===== src/rtl/sram_rail_mux.sv =====
`timescale 1ns/1ps
module sram_rail_mux #(
  parameter int ADDR_W  = 2,
  parameter int FIELD_W = 8,
  parameter int STAT_W  = 5
) (
  input  logic                 clk,
  input  logic                 rst_n,
  input  logic                 wr_en,
  input  logic [ADDR_W-1:0]    wr_addr,
  input  logic [4*FIELD_W-1:0] wr_data,
  input  logic [ADDR_W-1:0]    rd_addr,
  output logic [4*FIELD_W-1:0] rd_data,
  output logic                 rail_sel,
  output logic                 clk_halt,
  output logic [STAT_W-1:0]    status
);
  localparam int DW = 4*FIELD_W;
  localparam logic [ADDR_W-1:0] A_MODE = ADDR_W'(0);
  localparam logic [ADDR_W-1:0] A_DLY  = ADDR_W'(1);
  localparam logic [ADDR_W-1:0] A_STAT = ADDR_W'(2);
  localparam logic [7:0] M_MEM  = 8'h00;
  localparam logic [7:0] M_CORE = 8'h02;
  localparam logic [STAT_W-1:0] ST_MEM    = STAT_W'(5'h00);
  localparam logic [STAT_W-1:0] ST_CORE   = STAT_W'(5'h03);
  localparam logic [STAT_W-1:0] ST_HALT   = STAT_W'(5'h10);
  localparam logic [STAT_W-1:0] ST_SWAP   = STAT_W'(5'h11);
  localparam logic [STAT_W-1:0] ST_RESUME = STAT_W'(5'h12);
  localparam logic [STAT_W-1:0] ST_SETTLE = STAT_W'(5'h13);

  typedef enum logic [2:0] {S_IDLE, S_HALT, S_SWAP, S_RESUME, S_SETTLE} st_t;

  st_t                st;
  logic [FIELD_W-1:0] cnt;
  logic [DW-1:0]      dly_q;
  logic [7:0]         mode_q;
  logic               tgt, pend, pend_tgt;
  logic               mode_wr, req_core, go_req, start;
  logic [FIELD_W-1:0] d_sel, d_res, d_halt, d_post;

  assign mode_wr  = wr_en && (wr_addr == A_MODE) &&
                    (wr_data[7:0] == M_MEM || wr_data[7:0] == M_CORE);
  assign req_core = (wr_data[7:0] == M_CORE);
  assign go_req   = mode_wr ? req_core : pend_tgt;
  assign start    = (st == S_IDLE) && (mode_wr || pend) && (go_req != rail_sel);

  assign d_sel  = dly_q[0*FIELD_W +: FIELD_W];
  assign d_res  = dly_q[1*FIELD_W +: FIELD_W];
  assign d_halt = dly_q[2*FIELD_W +: FIELD_W];
  assign d_post = dly_q[3*FIELD_W +: FIELD_W];

  always_ff @(posedge clk or negedge rst_n) begin
    if (!rst_n) begin
      st       <= S_IDLE;
      cnt      <= '0;
      dly_q    <= '0;
      mode_q   <= M_MEM;
      tgt      <= 1'b0;
      pend     <= 1'b0;
      pend_tgt <= 1'b0;
      rail_sel <= 1'b0;
    end else begin
      if (wr_en && wr_addr == A_DLY) dly_q <= wr_data;
      if (mode_wr) mode_q <= wr_data[7:0];
      if (st == S_IDLE) begin
        pend <= 1'b0;
        if (start) begin
          st  <= S_HALT;
          cnt <= d_halt;
          tgt <= go_req;
        end
      end else begin
        if (mode_wr) begin
          pend     <= 1'b1;
          pend_tgt <= req_core;
        end
        if (cnt != '0) begin
          cnt <= cnt - 1'b1;
        end else begin
          case (st)
            S_HALT: begin
              st       <= S_SWAP;
              rail_sel <= tgt;
              cnt      <= d_sel;
            end
            S_SWAP: begin
              st  <= S_RESUME;
              cnt <= d_res;
            end
            S_RESUME: begin
              st  <= S_SETTLE;
              cnt <= d_post;
            end
            default: st <= S_IDLE;
          endcase
        end
      end
    end
  end

  assign clk_halt = (st == S_HALT) || (st == S_SWAP);

  always_comb begin
    case (st)
      S_HALT:   status = ST_HALT;
      S_SWAP:   status = ST_SWAP;
      S_RESUME: status = ST_RESUME;
      S_SETTLE: status = ST_SETTLE;
      default:  status = rail_sel ? ST_CORE : ST_MEM;
    endcase
  end

  always_comb begin
    case (rd_addr)
      A_MODE:  rd_data = {{(DW-8){1'b0}}, mode_q};
      A_DLY:   rd_data = dly_q;
      A_STAT:  rd_data = {{(DW-STAT_W){1'b0}}, status};
      default: rd_data = '0;
    endcase
  end
endmodule


===== config.mk =====
export PLATFORM = sky130hd
export DESIGN_NAME = sram_rail_mux
export DESIGN_NICKNAME = d
export VERILOG_FILES = /design/src/rtl/sram_rail_mux.sv
export SDC_FILE = /design/constraint.sdc
export NUM_CORES = 1
export LEC_CHECK = 0
export ABC_AREA = 1
export BUFFER_PORTS_ARGS = -buffer_cell sky130_fd_sc_hd__buf_2
export CAP_MARGIN = 20
export CORE_AREA = 2 2 81 102
export CTS_CLUSTER_SIZE = 30
export DETAILED_ROUTE_END_ITERATION = 12
export DIE_AREA = 0 0 83 104
export SETUP_SLACK_MARGIN = 0.2
export SYNTH_ARGS = -nofsm -noshare
export SYNTH_HDL_FRONTEND = slang
export SYNTH_SLANG_ARGS = --single-unit

===== constraint.sdc =====
create_clock -name clk -period 1.8 [get_ports clk]
set_input_delay 0.27 -clock clk [delete_from_list [all_inputs] [get_ports clk]]
set_output_delay 0.27 -clock clk [all_outputs]
set_load 0.02 [all_outputs]

# Word level (Yosys, flattened, before mapping)
# Cells that the tools add are included.
# word_totals
regBits	55
inputBits	39
output_inout_bits	39
# classes
n_addsub	1
eq_ne	11
mux	14
n_bitwise	2
n_reduce_logical	19
# ops
cell	count
case mux 32 bit (3 select lines)	1
two-way mux 8 bit	3
case mux 8 bit (3 select lines)	1
case mux 5 bit (4 select lines)	1
two-way mux 3 bit	3
case mux 3 bit (3 select lines)	1
== test 8 x 2 -> 1 bit, second input constant	1
logical NOT 8 bit	1
nonzero test 8 bit	1
subtractor 8 x 1 -> 8 bit, second input constant	1
== test 3 x 2 -> 1 bit, second input constant	2
AND reduction 2 bit	3
logical AND 1 bit	5
nonzero test 5 bit	1
== test 2 x 1 -> 1 bit, second input constant	2
logical NOT 2 bit	2
!= test 2 bit, second input constant	2
== test 3 x 1 -> 1 bit, second input constant	1
== test 3 bit, second input constant	1
logical NOT 3 bit	1
logical OR 1 bit	3
two-way mux 1 bit	3
AND reduction 3 bit	1
== test 2 bit, second input constant	1
4 further kinds	5

# Depth between registers and ports, before layout
# Gate-level depths: netlist of the first run.
# depth
word_depth	8
ltp_mapped	13
depth_no_buf	13

# Worst setup path after synthesis of the first run
# No wires, ideal clock.
# synth_path
kind	register to output
start	register st[2]
end	output port rd_data[1]
arrival_ps	1643
required_ps	1530
slack_ps	-113
stages_incl_launch_ff	9
path_buffers	0
path_cell_list	dfrtp_1 -> inv_2 -> nand2_2 -> nor2_1 -> nor2_2 -> inv_2 -> a21oi_1 -> nand2_1 -> nand3_1
# synth_between
elab_chain_cells	3
elab_cells_between_ends	6
cone_classes	eq/ne: 4; mux: 2
# synth_rtl
item	line	source
from (decl)	33	st_t st;
from (signal assigned)	54	st <= S_IDLE;
from (signal assigned)	68	st <= S_HALT;
from (signal assigned)	82	st <= S_SWAP;
== test 3 bit (tied with other cells)	104	case (st)
case mux 5 bit (4 select lines) *	104	
via status[1]	16	output logic [STAT_W-1:0] status
case mux 32 bit (3 select lines) *	114	case (rd_addr)
to (decl)	13	output logic [4*FIELD_W-1:0] rd_data,
# Mark *: on every way through the listed nets, which the timed path passes. The rest lies on a longest branch.

# Worst setup path in the final report of the first run
# layout_path
start	register st[1]
end	output port rd_data[1]
# layout_between
elab_chain_cells	3
elab_cells_between_ends	6
cone_classes	eq/ne: 4; mux: 2
# layout_rtl
item	line
== test 3 bit (tied with other cells)	104
case mux 5 bit (4 select lines) *	104
case mux 32 bit (3 select lines) *	114
# Every way passes the cells marked *; elsewhere a longest branch is shown, timed or not.

==> results of run 1 <==
-- final cells by class --
| type | count | area share |
|---|---|---|
| multi-input cells | 287 | 0.377 |
| flip-flops and latches | 55 | 0.338 |
| repair buffers | 108 | 0.175 |
| clock buffers | 5 | 0.0168 |
| clock inverters | 3 | 0.00490 |
| well taps | 95 | 0.0291 |
| inverters | 61 | 0.0591 |
-- layer usage --
layer	GRT usage	vias to the layer above	part of all wire
met2	0.327	73	0.53
met1	0.235	1435	0.42
met5	0	-	0
met3	0.0214	11	0.032
li1	-	1496	-
met4	0.0609	0	0.020
-- power by group through the flow --
| stage | sequential [mW] | combinational (mW) | clock [mW] |
|---|---|---|---|
| floorplan | 1.70 | 1.34 | 0 |
| global placement | 1.77 | 1.80 | 0 |
| detailed placement | 1.77 | 1.81 | 0 |
| CTS | 1.75 | 2.11 | 0.704 |
| global route | 1.79 | 2.76 | 0.742 |
| finish | 1.76 | 2.52 | 0.690 |
-- stage by stage --
| step | setup slack (ns) | cells | utilization | area (um2) | power, mW |
|---|---|---|---|---|---|
| floorplan | 0.190 | 414 | - | 3040 | 3.04 |
| global placement | 0.0452 | 576 | 0.459 | 3540 | 3.56 |
| detailed placement | 0.0594 | 576 | 0.459 | 3540 | 3.58 |
| CTS | -0.0886 | 600 | 0.495 | 3810 | 4.56 |
| global route | -0.173 | 614 | 0.531 | 4090 | 5.29 |
| finish | -0.122 | 614 | 0.531 | 4090 | 4.97 |
-- cells in the final DEF (no fill, tap or decap), drive strengths merged --
| cell | n |
|---|---|
| a21oi | 29 |
| and3 | 1 |
| buf | 107 |
| clkbuf | 5 |
| clkinv | 1 |
| clkinvlp | 2 |
| conb | 2 |
| dfrtp | 55 |
| dlygate4sd3 | 1 |
| ha | 2 |
| inv | 61 |
| mux2 | 2 |
| nand2 | 100 |
| nand3 | 19 |
| nand3b | 2 |
| nor2 | 92 |
| nor3 | 5 |
| o211ai | 8 |
| o21ai | 20 |
| o22ai | 3 |
| xnor2 | 1 |
| xor2 | 1 |
-- cell families after synthesis --
logic type,after synthesis,synth area share
AND/OR/NAND/NOR,218,0.314
buffers and inverters,73,0.0945
AO/OA/AOI/OAI,60,0.108
flip-flops,55,0.460
adder cells (fa/ha/maj),2,0.00836
XOR/XNOR,2,0.00586
multiplexers,2,0.00753
other,1,0.00125
-- worst register-to-register path: cells and delay by family, from the launching register on --
family          cells  cell delay [ns]
flops               1             0.46
simple gates        7             0.74
compound gates      1             0.11
buf+inv             2             0.31
-- sequential cells by signal, summed over array words and instances (netlist names) --
signal    cells
pend          1
dly_q        32
st            3
tgt           1
rail_sel      1
cnt           8
mode_q        8
pend_tgt      1
-- final timing paths --
kind	slack (ns)	end	from
max in group asynchronous	0.79	st[0]	rst_n
min in group asynchronous	0.41	mode_q[7]	rst_n
hold reg to reg	0.50	mode_q[5]	mode_q[5]
setup reg to reg	0.11	cnt[4]	st[1]
hold / removal	0.20	dly_q[11]	wr_data[11]
setup / recovery	-0.12	rd_data[1]	st[1]
-- timing repair --
action | CTS | global route
buffers inserted | 15 | 13
setup endpoints to repair | 15 | 20
gates resized for setup | 21 | 40
hold endpoints to repair | 16 | 0
hold buffers | 1 | 0
pin swaps | 7 | 8
cloned | 0 | 1
==> results.txt, run 1 <==
Port buffer count = 75
Worst path bufs/invs = 3
Synthesized cell area = 2990 um2
Starting density of the core = 0.388
Post-synthesis cell type count = 30
Sequential fraction of design power = 0.354
Die area = 8630 um2
Largest delay contributor family on the critical path = flip-flops
Crit path top cell by count = buf_6
DP HPWL = 5910 um
NetSw = 2.13 mW
Crit path required time = 1.53 ns
Hold Crit Depth = 3
Synth top area share = 0.460
Num rows = 36
Max Slew Vio Count = 0
Post-synth EDFFs = 0
Sw frac = 0.429
Initial antenna violation count = 0
Critical path endpoint category = output pin
IO Pins = 78
Final Cycle Share = 1.07
Vias = 3015
TNS Setup = -0.349 ns
Hold Violations, Final = 0
Failing checks = setup timing
Global-route wire length before repair = 13100 um
#FFs+latches synth = 55
Fmax = 520 MHz
CP peak stage delay = 0.48 ns
Comb power frac = 0.507
Vias in the first global route = 2827
Critical Path Start Type = flip-flop
Total area of sequential cells = 1380 um2
FILL cells = 720
Avg Inst Size Synth = 7.24 um2
Vias per inst = 4.91
Yosys warns = 0
Gpl congestion = 0.873
Drt drc = 0
Largest net degree at the start of global routing = 63
Max Cap Viol = 0
Die H = 104 um
CP max-delay cell = dfrtp_2
Post-synthesis sequential area ratio = 0.460
Type of the worst setup path = reg2out
H-tree Lvls = 2
Min-Delay Path Class = in2reg
Finish-stage setup viols = 6
Fin worst setup slack = -0.122 ns
Layout area overhead = 36.6%
PD cells = 1220 nW/um2
Most frequent cell after synthesis = nand2_1
Final net count = 559
Die Width = 83 um
Share of cells above drive strength 1 = 0.326
Fin crit period = 1.92 ns
FFs w/ async S/R, synth = 1.00
Clk sinks = 55
Final setup skew = 0.0115 ns
Leading area contributor after synthesis = dfrtp_1
WL final = 8470 um
Clk pwr share = 0.139
Drt wl/cell = 13.8 um
Clock latency on the worst-skew pair = 0.32 ns
Core box area = 7700 um2
Critical Path AT = 1.65 ns
Crit path max fanout = 5
Cell Int Power = 2.84 mW
FF-to-FF path depth = 10
Clock transition at the registers of the reported paths = 0.11 ns
1st-iter DRT viols = 134
CTS tree = done
Multi-input logic area = 1540 um2
Num CTS Buffers = 5
CP cell instances = buf_6, nor3_4, nor2_4, inv_2, a21oi_4, nand2_1, nand3_2, buf_6
Total grt overflow = 0
Mapped Cells = 413
Top cells by area, synth = dfrtp_1 46%, nand2_1 12%, nor2_1 11%, inv_1 6.4%, a21oi_1 4.9%
Antenna cells = 0
RSZ-0062 raised after global routing = true
Antenna-violating nets left = 0
Synth Flop Type = dfrtp_1
Status = finished with violations
Worst hold margin = 0.199 ns
Clock buffer depth = 2
First-pass DRT Iterations = 4
GRT Resource Usage Total = 0.185
Root buf cell = clkbuf_8
Worst IR Drop VDD = 0.000658 V
Pleak = 2.20 nW
WP depth = 8
Commonest cells in the netlist = 95 x nand2_1, 90 x nor2_1, 55 x dfrtp_1
Note: power is estimated with default switching activity, not from simulation.
==> run 2: changes to the inputs <==
- ABC_AREA: 1 -> not set
- CORE_AREA: 2 2 81 102 -> 2 2 82 104
- DIE_AREA: 0 0 83 104 -> 0 0 84 106
- PLACE_DENSITY: not set -> 0.73
==> results.txt, run 2 <==
Share of cells above drive strength 1 = 0.539 (was 0.326)
Fin worst setup slack = -0.115 ns (was -0.122 ns)
Total area of sequential cells = 1380 um2 (about the same)
Final Instance Count excl. Fillers = 492 (was 614)
Initial antenna violation count = 0 (unchanged)
Die Width = 84 um (was 83 um)
CTS tree = done (unchanged)
RSZ-0062 raised after global routing = true (unchanged)
Dpl cells = 461 (was 576)
Global Route met2 Usage = 0.331 (was 0.327)
Synth top area share = 0.443 (was 0.460)
Status = finished with violations (unchanged)
Critical Path Start Type = flip-flop (unchanged)
Vias in the first global route = 2672 (was 2827)
Vias per inst = 5.23 (was 4.91)
Clock latency on the worst-skew pair = 0.31 ns (was 0.32 ns)
Largest register FFs = 32 (unchanged)
Met1 global-route usage = 0.216 (was 0.235)
Leading area contributor after synthesis = dfrtp_1 (unchanged)
Largest net degree at the start of global routing = 56 (was 63)
Type of the worst setup path = reg2out (unchanged)
First-pass DRT Iterations = 4 (unchanged)
Synth Flop Type = dfrtp_1 (unchanged)
Clock transition at the registers of the reported paths = 0.10 ns (was 0.11 ns)
Fin crit period = 1.91 ns (was 1.92 ns)
Worst path bufs/invs = 2 (was 3)
Core box area = 8010 um2 (was 7700 um2)
Die H = 106 um (was 104 um)
Avg Inst Size Synth = 10.9 um2 (was 7.24 um2)
Pleak = 2.04 nW (was 2.20 nW)
#FFs+latches synth = 55 (unchanged)
Finish-stage setup viols = 11 (was 6)
CP max-delay cell = or3_4 (was dfrtp_2)
Clock buffer depth = 2 (unchanged)
Critical Path AT = 1.64 ns (was 1.65 ns)
Antenna cells = 0 (unchanged)
Post-route cell area = 4260 um2 (was 4090 um2)
Final net count = 435 (was 559)
Drt drc = 0 (unchanged)
Vias = 2573 (was 3015)
Num CTS Buffers = 5 (unchanged)
1st-iter DRT viols = 129 (was 134)
Commonest cells in the netlist = 55 x dfrtp_1, 41 x mux2_2, 33 x and2_1 (was 95 x nand2_1, 90 x nor2_1, 55 x dfrtp_1)
FILL cells = 654 (was 720)
Most frequent cells in the layout = 70 x buf_2, 55 x dfrtp_1, 39 x mux2_2 (was 89 x nand2_1, 83 x nor2_1, 69 x buf_2)
Failing checks = setup timing (unchanged)
Die area = 8900 um2 (was 8630 um2)
PD cells = 1190 nW/um2 (was 1220 nW/um2)
Max Slew Vio Count = 0 (unchanged)
Worst IR Drop VDD = 0.000578 V (was 0.000658 V)
Final Core Density = 0.532 (was 0.531)
Final setup skew = 0.00470 ns (was 0.0115 ns)
Num rows = 37 (was 36)
Root buf cell = clkbuf_8 (unchanged)
Final Cycle Share = 1.06 (was 1.07)
Post-synthesis sequential area ratio = 0.443 (was 0.460)
Post-synth EDFFs = 0 (unchanged)
Layout area overhead = 37.2% (was 36.6%)
Yosys warns = 0 (unchanged)
GR peak layer = met2 (unchanged)
Mapped Cells = 285 (was 413)
Clk sinks = 55 (unchanged)
Max Cap Viol = 0 (unchanged)
Largest Register = dly_q (unchanged)
Largest delay contributor family on the critical path = simple AND/OR/NAND/NOR gates (was flip-flops)
FFs w/ async S/R, synth = 1.00 (unchanged)
IO Pins = 78 (unchanged)
Min-Delay Path Class = in2reg (unchanged)
GRT Resource Usage Total = 0.183 (was 0.185)
DP HPWL = 5690 um (was 5910 um)
Starting density of the core = 0.388 (about the same)
Overall power = 5.05 mW (was 4.97 mW)
Fmax = 522 MHz (was 520 MHz)
Met3 Use GR = 0.0264 (was 0.0214)
Top cells by area, synth = dfrtp_1 44%, mux2_2 15%, and2_1 6.6%, mux2i_1 6.4%, nor2_1 2.3% (was dfrtp_1 46%, nand2_1 12%, nor2_1 11%, inv_1 6.4%, a21oi_1 4.9%)
Multi-input logic area = 1790 um2 (was 1540 um2)
Critical path endpoint category = output pin (unchanged)
Crit path max fanout = 2 (was 5)
WL final = 8030 um (was 8470 um)
Area post-placement = 3790 um2 (was 3540 um2)
Hold Violations, Final = 0 (unchanged)
Gpl congestion = 0.845 (was 0.873)
Total grt overflow = 0 (unchanged)
CP peak stage delay = 0.42 ns (was 0.48 ns)
Drt wl/cell = 16.3 um (was 13.8 um)
Antenna-violating nets left = 0 (unchanged)
H-tree Lvls = 2 (unchanged)
Most frequent cell after synthesis = dfrtp_1 (was nand2_1)
Post-synthesis cell type count = 47 (was 30)
Crit path required time = 1.53 ns (about the same)
CP cell instances = or3_4, nand2_4, inv_4, nor2_4, o32ai_4, buf_6 (was buf_6, nor3_4, nor2_4, inv_2, a21oi_4, nand2_1, nand3_2, buf_6)
Port buffer count = 75 (unchanged)
Largest registers = dly_q x32, cnt x8, mode_q x8 (unchanged)
Commonest non-fill, non-tap cell in the layout = buf_2 (was nand2_1)
Synthesized cell area = 3110 um2 (was 2990 um2)
Global-route wire length before repair = 13000 um (was 13100 um)
[run 2: cell types whose count changed after synthesis, moves of 12 or more]
cell	before	now
nand2_1	95	8
nor2_1	90	19
inv_1	51	7
mux2_2	2	41
and2_1	0	33
a21oi_1	29	7
mux2i_1	0	20
nand3_1	16	4
[run 2: per-stage QoR]
step	hold WS (ns)	TNS [ns]	setup slack, ns
floorplan	-0.0256	-0.0366	-0.0267
global placement	0.286	0	0.0189
detailed placement	0.287	-0.0147	-0.0147
CTS	0.175	-0.170	-0.0829
global route	0.174	-1.40	-0.175
finish	0.182	-0.652	-0.115
[run 2: cell families after synthesis]
group	count (synthesis)	share of synthesized area
xor+xnor	8	0.0226
fa+ha+maj	2	0.00806
mux	63	0.225
other cells	1	0.00121
compound gates	39	0.0862
buf+inv	29	0.0520
flops	55	0.443
simple gates	88	0.162
[run 2: where the power goes]
part           internal, mW  switching [mW]  leakage, nW
logic                  1.35            1.25         1.32
clock network         0.283           0.425       0.0489
registers              1.50           0.252        0.675
total                  3.13            1.92         2.04
[run 2: layer usage]
metal,routed length [um],part of all wire
met5,0,0
met4,246,0.031
met3,270,0.034
met2,4320,0.54
met1,3190,0.40
[run 2: worst register-to-register path, stage by stage, from the launching register on]
cell and delay, ns:
dfrtp_1 0.41, or3_4 0.42, buf_4 0.15, buf_6 0.12, buf_6 0.15, o22a_1 0.20
o21a_1 0.10, mux2_4 0.25
[run 2: final timing paths]
check / startpoint / endpoint / slack, ns / cells after the start
max: st[2] / rd_data[1] / -0.11 / 6
min: wr_data[11] / dly_q[11] / 0.18 / 2
max reg2reg: st[2] / cnt[6] / -0.10 / 7
min reg2reg: mode_q[3] / mode_q[3] / 0.49 / 1
max in group asynchronous: rst_n / pend_tgt / 1.08 / 3
min in group asynchronous: rst_n / dly_q[18] / 0.48 / 3
[run 2: cell type report]
class / instances / share of cell area
Sequential cell: 55 / 0.323
Inverter: 7 / 0.00675
Timing Repair Buffer: 123 / 0.201
Clock buffer: 5 / 0.0162
Tap cell: 97 / 0.0285
Multi-Input combinational cell: 202 / 0.419
Clock inverter: 3 / 0.00529
[run 2: repair_timing]
action,in CTS,in global routing
cloned,1,0
resized for setup,39,13
setup buffers,15,6
pin swaps,16,8
hold buffers,1,0
hold endpoints to repair,55,0
endpoints found under the setup margin,19,35
==> run 3: changes to the inputs <==
- SETUP_SLACK_MARGIN: 0.2 -> not set
==> results.txt, run 3 (synthesis results as in run 2) <==
CTS tree = done (unchanged)
Vias per inst = 5.16 (was 5.23)
Root buf cell = clkbuf_8 (unchanged)
GR peak layer = met2 (unchanged)
Hold worst-path end = dly_q[10] (was dly_q[11])
IO Pins = 78 (unchanged)
FILL cells = 707 (was 654)
Post-route cell area = 4070 um2 (was 4260 um2)
R2r setup slk = -0.02 ns (was -0.10 ns)
Comb power frac = 0.485 (was 0.514)
Fmax = 529 MHz (was 522 MHz)
GRT Resource Usage Total = 0.168 (was 0.183)
Num CTS Buffers = 5 (unchanged)
Commonest non-fill, non-tap cell in the layout = buf_2 (unchanged)
Crit Reg-Reg Endpoint = cnt[6] (unchanged)
NetSw = 1.76 mW (was 1.92 mW)
Clock transition at the registers of the reported paths = 0.09 ns (was 0.10 ns)
Vias = 2487 (was 2573)
Pleak = 1.95 nW (was 2.04 nW)
Type of the worst setup path = reg2out (unchanged)
Vias in the first global route = 2421 (was 2672)
Final net count = 425 (was 435)
Clk pwr share = 0.143 (was 0.140)
Largest register FFs = 32 (unchanged)
First-pass DRT Iterations = 4 (unchanged)
HP Start = wr_data[10] (was wr_data[11])
Max Slew Vio Count = 0 (unchanged)
Sequential fraction of design power = 0.371 (was 0.346)
Total grt overflow = 0 (unchanged)
Finish-stage setup viols = 4 (was 11)
Reg-to-Reg Start = cnt[3] (was st[2])
Failing checks = setup timing (unchanged)
Num rows = 37 (unchanged)
Status = finished with violations (unchanged)
DP HPWL = 5540 um (was 5690 um)
Largest Register = dly_q (unchanged)
Crit path required time = 1.53 ns (about the same)
Crit path max fanout = 3 (was 2)
CP peak stage delay = 0.43 ns (was 0.42 ns)
Die Width = 84 um (unchanged)
Met3 Use GR = 0.0233 (was 0.0264)
Port buffer count = 75 (unchanged)
Die H = 106 um (unchanged)
Fin crit period = 1.89 ns (was 1.91 ns)
Antenna cells = 0 (unchanged)
CP max-delay cell = dfrtp_1 (was or3_4)
Max Cap Viol = 0 (unchanged)
Initial antenna violation count = 0 (unchanged)
Critical Path Start Type = flip-flop (unchanged)
Clk sinks = 55 (unchanged)
WL final = 7580 um (was 8030 um)
FF-to-FF path depth = 5 (was 7)
Drt drc = 0 (unchanged)
Area post-placement = 3770 um2 (was 3790 um2)
Core box area = 8010 um2 (unchanged)
Antenna-violating nets left = 0 (unchanged)
Largest registers = dly_q x32, cnt x8, mode_q x8 (unchanged)
Sw frac = 0.374 (was 0.381)
Share of cells above drive strength 1 = 0.501 (was 0.539)
Worst IR Drop VDD = 0.000547 V (was 0.000578 V)
Met1 global-route usage = 0.204 (was 0.216)
Die area = 8900 um2 (unchanged)
Gpl congestion = 0.996 (was 0.845)
RSZ-0062 raised after global routing = true (unchanged)
Final Cycle Share = 1.05 (was 1.06)
Drt wl/cell = 15.7 um (was 16.3 um)
PD cells = 1160 nW/um2 (was 1190 nW/um2)
Most frequent cells in the layout = 72 x buf_2, 55 x dfrtp_1, 40 x mux2_2 (was 70 x buf_2, 55 x dfrtp_1, 39 x mux2_2)
Critical Path AT = 1.62 ns (was 1.64 ns)
Worst hold margin = 0.187 ns (was 0.182 ns)
Starting density of the core = 0.388 (unchanged)
Clock buffer depth = 2 (unchanged)
Layout area overhead = 31.0% (was 37.2%)
Cell Int Power = 2.95 mW (was 3.13 mW)
Hold Crit Depth = 2 (unchanged)
Min-Delay Path Class = in2reg (unchanged)
Largest net degree at the start of global routing = 56 (unchanged)
Global-route wire length before repair = 12000 um (was 13000 um)
Clock latency on the worst-skew pair = 0.31 ns (about the same)
1st-iter DRT viols = 73 (was 129)
Place WS = -0.00452 ns (was -0.0147 ns)
Critical path endpoint category = output pin (unchanged)
Global Route met2 Usage = 0.304 (was 0.331)
Final setup skew = 0.00680 ns (was 0.00470 ns)
H-tree Lvls = 2 (unchanged)
Fin worst setup slack = -0.0908 ns (was -0.115 ns)
Crit path from = st[0] (was st[2])
CP cell instances = or3_4, nand2_4, inv_4, nor2_4, o32ai_4, buf_6 (unchanged)
Hold Violations, Final = 0 (unchanged)
run 3: power by group through the flow:
stage	Combinational (mW)	Clock [mW]	Sequential (mW)
after detailed placement	1.99	0	1.76
after floorplan	1.45	0	1.67
after global placement	1.96	0	1.74
final	2.28	0.674	1.75
after global routing	2.49	0.735	1.78
after CTS	2.10	0.700	1.73
run 3: how the worst max path moves through the flow:
stage / endpoint / slack [ns]
6_report: rd_data[1] / -0.09
5_1_grt: rd_data[1] / -0.13
4_1_cts: rd_data[1] / -0.08
3_5_place_dp: rail_sel / -0.005
3_3_place_gp: cnt[6] / 0.03
2_1_floorplan: cnt[6] / -0.03
run 3: per-stage QoR:
| step | instances | power (mW) | utilization | setup TNS (ns) |
|---|---|---|---|---|
| CTS | 476 | 4.53 | 0.491 | -0.316 |
| finish | 482 | 4.71 | 0.508 | -0.207 |
| floorplan | 286 | 3.12 | - | -0.0354 |
| global route | 482 | 5.01 | 0.508 | -0.536 |
| detailed placement | 464 | 3.74 | 0.471 | -0.00452 |
| global placement | 464 | 3.70 | 0.471 | 0 |
run 3: worst max-delay path, delay by kind of cell, from the launching register on:
kind	cells	cell delay (ns)
AO/OA/AOI/OAI	1	0.09
buffers and inverters	2	0.19
flip-flops	1	0.43
AND/OR/NAND/NOR	3	0.61
run 3: area by class of cell:
| class | count | area [um2] | area share |
|---|---|---|---|
| clock inverter | 2 | 12.5 | 0.00308 |
| inverter | 7 | 28.8 | 0.00707 |
| tap | 97 | 121 | 0.0298 |
| timing repair buffer | 113 | 741 | 0.182 |
| multi-input combinational | 202 | 1720 | 0.422 |
| clock buffer | 6 | 72.6 | 0.0178 |
| sequential | 55 | 1380 | 0.338 |
run 3: routing by layer:
layer  up-vias  share of wire
li1       1188              -
met4         0          0.023
met1      1223           0.40
met5         -              0
met3        13          0.034
met2        63           0.54
run 3: what timing repair did:
item | in CTS | in global routing
pin swaps | 2 | 10
endpoints found under the setup margin | 7 | 15
hold buffers | 1 | 0
setup buffers | 3 | 5
hold endpoints to repair | 55 | 0
resized for setup | 15 | 23
gates cloned | 0 | 1
